File: src/rtl/lvl_irq_pkg.sv
package lvl_irq_pkg;

    localparam int NUM_SRC = 32;
    localparam int DATA_W  = 32;
    localparam int ADDR_W  = 8;
    localparam int SYNC_STAGES = 2;
    localparam int IDX_W   = $clog2(NUM_SRC);

    localparam logic [ADDR_W-1:0] OFS_STATUS = 8'h00;
    localparam logic [ADDR_W-1:0] OFS_MASK   = 8'h04;
    localparam logic [ADDR_W-1:0] OFS_SETM   = 8'h08;
    localparam logic [ADDR_W-1:0] OFS_CLRM   = 8'h0C;
    localparam logic [ADDR_W-1:0] OFS_PEND   = 8'h10;
    localparam logic [ADDR_W-1:0] OFS_TOP    = 8'h14;

    typedef enum logic [2:0] {
        SEL_STATUS,
        SEL_MASK,
        SEL_SETM,
        SEL_CLRM,
        SEL_PEND,
        SEL_TOP,
        SEL_NONE
    } reg_sel_e;

    typedef struct packed {
        logic               set_en;
        logic               clr_en;
        logic [NUM_SRC-1:0] bits;
    } mask_cmd_t;

    typedef struct packed {
        logic             valid;
        logic [IDX_W-1:0] idx;
    } top_src_t;

    function automatic reg_sel_e decode_addr(input logic [ADDR_W-1:0] a);
        reg_sel_e s;
        case (a)
            OFS_STATUS: s = SEL_STATUS;
            OFS_MASK:   s = SEL_MASK;
            OFS_SETM:   s = SEL_SETM;
            OFS_CLRM:   s = SEL_CLRM;
            OFS_PEND:   s = SEL_PEND;
            OFS_TOP:    s = SEL_TOP;
            default:    s = SEL_NONE;
        endcase
        return s;
    endfunction

    function automatic logic [DATA_W-1:0] pack_top(input top_src_t t);
        logic [DATA_W-1:0] w;
        w = '0;
        if (t.valid) begin
            w[DATA_W-1]  = 1'b1;
            w[IDX_W-1:0] = t.idx;
        end
        return w;
    endfunction

endpackage

File: src/rtl/lvl_irq_sync.sv
module lvl_irq_sync #(
    parameter int WIDTH  = 32,
    parameter int STAGES = 2
) (
    input  logic             clk,
    input  logic             rst,
    input  logic [WIDTH-1:0] d_i,
    output logic [WIDTH-1:0] q_o
);
    logic [WIDTH-1:0] stage_q [STAGES];

    generate
        for (genvar s = 0; s < STAGES; s++) begin : g_stage
            if (s == 0) begin : g_first
                always_ff @(posedge clk) begin
                    if (rst) stage_q[s] <= '0;
                    else     stage_q[s] <= d_i;
                end
            end else begin : g_next
                always_ff @(posedge clk) begin
                    if (rst) stage_q[s] <= '0;
                    else     stage_q[s] <= stage_q[s-1];
                end
            end
        end
    endgenerate

    assign q_o = stage_q[STAGES-1];
endmodule

File: src/rtl/lvl_irq_mask.sv
module lvl_irq_mask
    import lvl_irq_pkg::*;
(
    input  logic               clk,
    input  logic               rst,
    input  mask_cmd_t          cmd_i,
    output logic [NUM_SRC-1:0] mask_o
);
    logic [NUM_SRC-1:0] mask_q;
    logic [NUM_SRC-1:0] mask_d;

    always_comb begin
        mask_d = mask_q;
        if (cmd_i.set_en) mask_d = mask_q | cmd_i.bits;
        if (cmd_i.clr_en) mask_d = mask_q & ~cmd_i.bits;
    end

    always_ff @(posedge clk) begin
        if (rst) mask_q <= '1;
        else     mask_q <= mask_d;
    end

    assign mask_o = mask_q;
endmodule

File: src/rtl/lvl_irq_prio.sv
module lvl_irq_prio
    import lvl_irq_pkg::*;
(
    input  logic [NUM_SRC-1:0] pend_i,
    output top_src_t           top_o
);
    always_comb begin
        top_o = '0;
        for (int i = 0; i < NUM_SRC; i++) begin
            if (pend_i[i]) begin
                top_o.valid = 1'b1;
                top_o.idx   = IDX_W'(i);
            end
        end
    end
endmodule

File: src/rtl/lvl_irq_rdmux.sv
module lvl_irq_rdmux
    import lvl_irq_pkg::*;
(
    input  reg_sel_e           sel_i,
    input  logic [NUM_SRC-1:0] status_i,
    input  logic [NUM_SRC-1:0] mask_i,
    input  logic [NUM_SRC-1:0] pend_i,
    input  top_src_t           top_i,
    output logic [DATA_W-1:0]  rdata_o
);
    always_comb begin
        case (sel_i)
            SEL_STATUS: rdata_o = DATA_W'(status_i);
            SEL_MASK:   rdata_o = DATA_W'(mask_i);
            SEL_PEND:   rdata_o = DATA_W'(pend_i);
            SEL_TOP:    rdata_o = pack_top(top_i);
            default:    rdata_o = '0;
        endcase
    end
endmodule

File: src/rtl/lvl_irq_ctrl.sv
module lvl_irq_ctrl
    import lvl_irq_pkg::*;
(
    input  logic               clk,
    input  logic               rst,
    input  logic [NUM_SRC-1:0] irq_src_i,
    input  logic               bus_wr,
    input  logic [ADDR_W-1:0]  bus_addr,
    input  logic [DATA_W-1:0]  bus_wdata,
    output logic [DATA_W-1:0]  bus_rdata,
    output logic               irq_o
);
    logic [NUM_SRC-1:0] status_q;
    logic [NUM_SRC-1:0] mask_q;
    logic [NUM_SRC-1:0] pend;
    reg_sel_e           sel;
    mask_cmd_t          cmd;
    top_src_t           top;

    lvl_irq_sync #(.WIDTH(NUM_SRC), .STAGES(SYNC_STAGES)) u_sync (
        .clk (clk),
        .rst (rst),
        .d_i (irq_src_i),
        .q_o (status_q)
    );

    assign sel = decode_addr(bus_addr);

    always_comb begin
        cmd.set_en = bus_wr && (sel == SEL_SETM);
        cmd.clr_en = bus_wr && (sel == SEL_CLRM);
        cmd.bits   = bus_wdata[NUM_SRC-1:0];
    end

    lvl_irq_mask u_mask (
        .clk    (clk),
        .rst    (rst),
        .cmd_i  (cmd),
        .mask_o (mask_q)
    );

    assign pend  = status_q & ~mask_q;
    assign irq_o = |pend;

    lvl_irq_prio u_prio (
        .pend_i (pend),
        .top_o  (top)
    );

    lvl_irq_rdmux u_rdmux (
        .sel_i    (sel),
        .status_i (status_q),
        .mask_i   (mask_q),
        .pend_i   (pend),
        .top_i    (top),
        .rdata_o  (bus_rdata)
    );
endmodule

File: config.mk
export PLATFORM = sky130hd
export DESIGN_NAME = lvl_irq_ctrl
export DESIGN_NICKNAME = d
export VERILOG_FILES = /design/src/rtl/lvl_irq_pkg.sv /design/src/rtl/lvl_irq_sync.sv /design/src/rtl/lvl_irq_mask.sv /design/src/rtl/lvl_irq_prio.sv /design/src/rtl/lvl_irq_rdmux.sv /design/src/rtl/lvl_irq_ctrl.sv
export SDC_FILE = /design/constraint.sdc
export NUM_CORES = 1
export LEC_CHECK = 0
export BUFFER_PORTS_ARGS = -buffer_cell sky130_fd_sc_hd__buf_2
export CAP_MARGIN = 20
export CORE_MARGIN = 1
export CORE_UTILIZATION = 57
export DETAILED_ROUTE_END_ITERATION = 7
export GPL_TIMING_DRIVEN = 0
export PLACE_DENSITY = 0.85
export SLEW_MARGIN = 20
export SYNTH_ARGS = -nofsm -noshare
export SYNTH_HDL_FRONTEND = slang
export SYNTH_SLANG_ARGS = --single-unit
File: constraint.sdc
create_clock -name clk -period 5.45 [get_ports clk]
set_clock_uncertainty 0.2 [all_clocks]
set_input_delay 0 -clock clk [delete_from_list [all_inputs] [get_ports clk]]
set_output_delay 0 -clock clk [all_outputs]
set_load 0.05 [all_outputs]
==> flow_summary.toml <==
[run_status]
status = "finished, final reports clean"

[placement]
port_buffers = 105
place_congestion = 0.934
dpl.hpwl_um = 8520
dp_cells = 684
pre_cts_ws_ns = 3.06

[cts]
cts.sinks = 96
cts-root-buf = "clkbuf_8"
post_cts_resized = 0
cts_hold_buffers = 107
clk_pin_slew_ns = 0.12
clock_latency_ns = 0.36
post_cts.repair.setup_buffers = 0
cts_tree = "yes"
cts_buffers = 9
clockBufferDepth = 2
htree_levels = 3

[worst_setup_path]
cp.arrival_ns = 2.67
cp-end-kind = "output port"
criticalPathCategory = "reg -> out"
worstPathRequired_ns = 5.25
startpoint_type = "flip-flop"
path_max_fanout = 5

[synth]
syn_area_per_cell_um2 = 8.81
ys_ff_latch = 96
synth_edf_count = 0
yosysUniqueCellTypes = 42
ys_warn_count = 0
async_flop_share = 0
syn_area_um2 = 4230
syn_inst = 480
yosys.area.top_type_share = 0.455
synth_seq_area_share = 0.455
yosysTopAreaCell = "dfxtp_1"
synthFlopType = "dfxtp_1"
synth.net_count = 555
ys_top_cells_by_area = "dfxtp_1 45%, nor2b_1 11%, a211o_1 5.6%"

[global_route]
overflow = 0
grt_max_degree = 19
grt_pass1_wl_um = 23700
grt.total_usage = 0.412
grt_pass1_vias = 4603
antenna_found_initial = 0

[routing]
wl_per_cell_um = 19.6
antenna_left = 0
initialDrtViolationCount = 605
via_count = 4731
viasPerCell = 5.86
drcViolationCount = 0
first_pass_iters = 6
wl_um = 15800

[sta]
fin_crit_ns = 2.87
rsz0062_at_grt = "false"
setup_slack_ns = 2.58
setup_tns_ns = 0
hold_viol = 0
max_freq_mhz = 349
setup_viol = 0
drv_slew = 0
finalCritPeriodShare = 0.526
tightestPinTransition_ns = 0.984
slew-limit-headroom = 0.344

[pwr]
irDropWorstVdd_mv = 0.187
p_switching_uw = 374
clock_power_share = 0.339
p_per_area_nw_per_um2 = 222
p_leak_nw = 2.57
sw_frac_of_total = 0.274
pwr-share-seq = 0.542
p_int_uw = 988
pwr-share-comb = 0.118

[layout]
register_area_um2 = 1920
nets = 778
final_util = 0.851
area_growth_pct = 45.2
fillCellCount = 363
final_common_cell = "dlygate4sd3_1"
multiInputGateArea_um2 = 2130
stdcell_count = 807
diodes = 0
final_cell_mix = "107 x dlygate4sd3_1, 105 x buf_2, 96 x dfxtp_1"
drive_gt1_frac = 0.181

[floorplanning]
rows = 31
die_y_um = 88.1
die-area_um2 = 7770
core_um2 = 7210
die_w_um = 88.1
start_util = 0.586
ios = 108

[job]
maxCapViolations = 0

[hold_path]
min_path_type = "in -> reg"
min-delay-start = "bus_addr[4]"
cell type report:
cell class	instances	share of cell area
sequential	96	0.313
clock buffer	10	0.0208
tap	99	0.0202
buffer	30	0.0232
timing repair buffer	212	0.260
clock inverter	6	0.0102
multi-input combinational	345	0.347
inverter	9	0.00550
power groups by stage:
stage	logic, mW	registers [mW]	clock network [mW]
global route	0.170	0.739	0.487
finish	0.161	0.738	0.462
detailed placement	0.0985	0.751	0
global placement	0.0955	0.750	0
floorplan	0.0564	0.745	0
CTS	0.147	0.735	0.446
metal layers:
metal / track usage / vias up / part of all wire
met5: 0 / - / 0
met4: 0.188 / 0 / 0.053
met3: 0.0820 / 89 / 0.094
met2: 0.692 / 329 / 0.46
met1: 0.512 / 2186 / 0.39
li1: - / 2127 / -
worst paths after layout:
check        cells after the start  slack (ns)                    to
max                              7        2.58          bus_rdata[0]
min                              5      0.0009             flip-flop
max reg2reg                      4        3.64             flip-flop
min reg2reg                      1        0.25  u_sync.stage_q[1][8]
worst max-delay path, stage by stage (launching register included):
cell	delay (ns)
dfxtp_1	0.40
nor2b_1	0.11
or4_1	0.59
nor4_1	0.38
nand4_1	0.20
nand4_1	0.23
o32ai_1	0.13
buf_2	0.25
kinds of logic after synthesis:
group | synth area share
compound gates | 0.200
mux | 0.0308
buf+inv | 0.0417
flops | 0.455
simple gates | 0.273
through the flow:
step / power [mW] / hold slack [ns] / area, um2
after floorplan: 0.802 / -0.0718 / 4230
after global placement: 0.845 / 0.00714 / 4880
after detailed placement: 0.849 / 0.0116 / 4880
after CTS: 1.33 / 0.000405 / 6140
after global routing: 1.40 / 0.0409 / 6140
final: 1.36 / 0.000930 / 6140
synthesized netlist by cell type, types with 2 or more instances:
master      n
a211o_1    27
nor2_1     51
a211oi_1   22
inv_1       8
nand2b_1   23
o211ai_1    4
nand3_1     4
mux2i_1    13
clkbuf_1   19
a311o_1     5
o21ai_0    17
nand4_1     6
nor2b_1    77
a2111oi_0   2
o32ai_1     3
a31oi_1     4
dfxtp_1    96
a21oi_1    14
nor3_1      3
buf_1       7
o221ai_1    2
nand4b_1    3
buf_6       4
nand2_1    44
and2_1      2
a2111oi_1   4
Note: power is estimated with default switching activity, not from simulation.
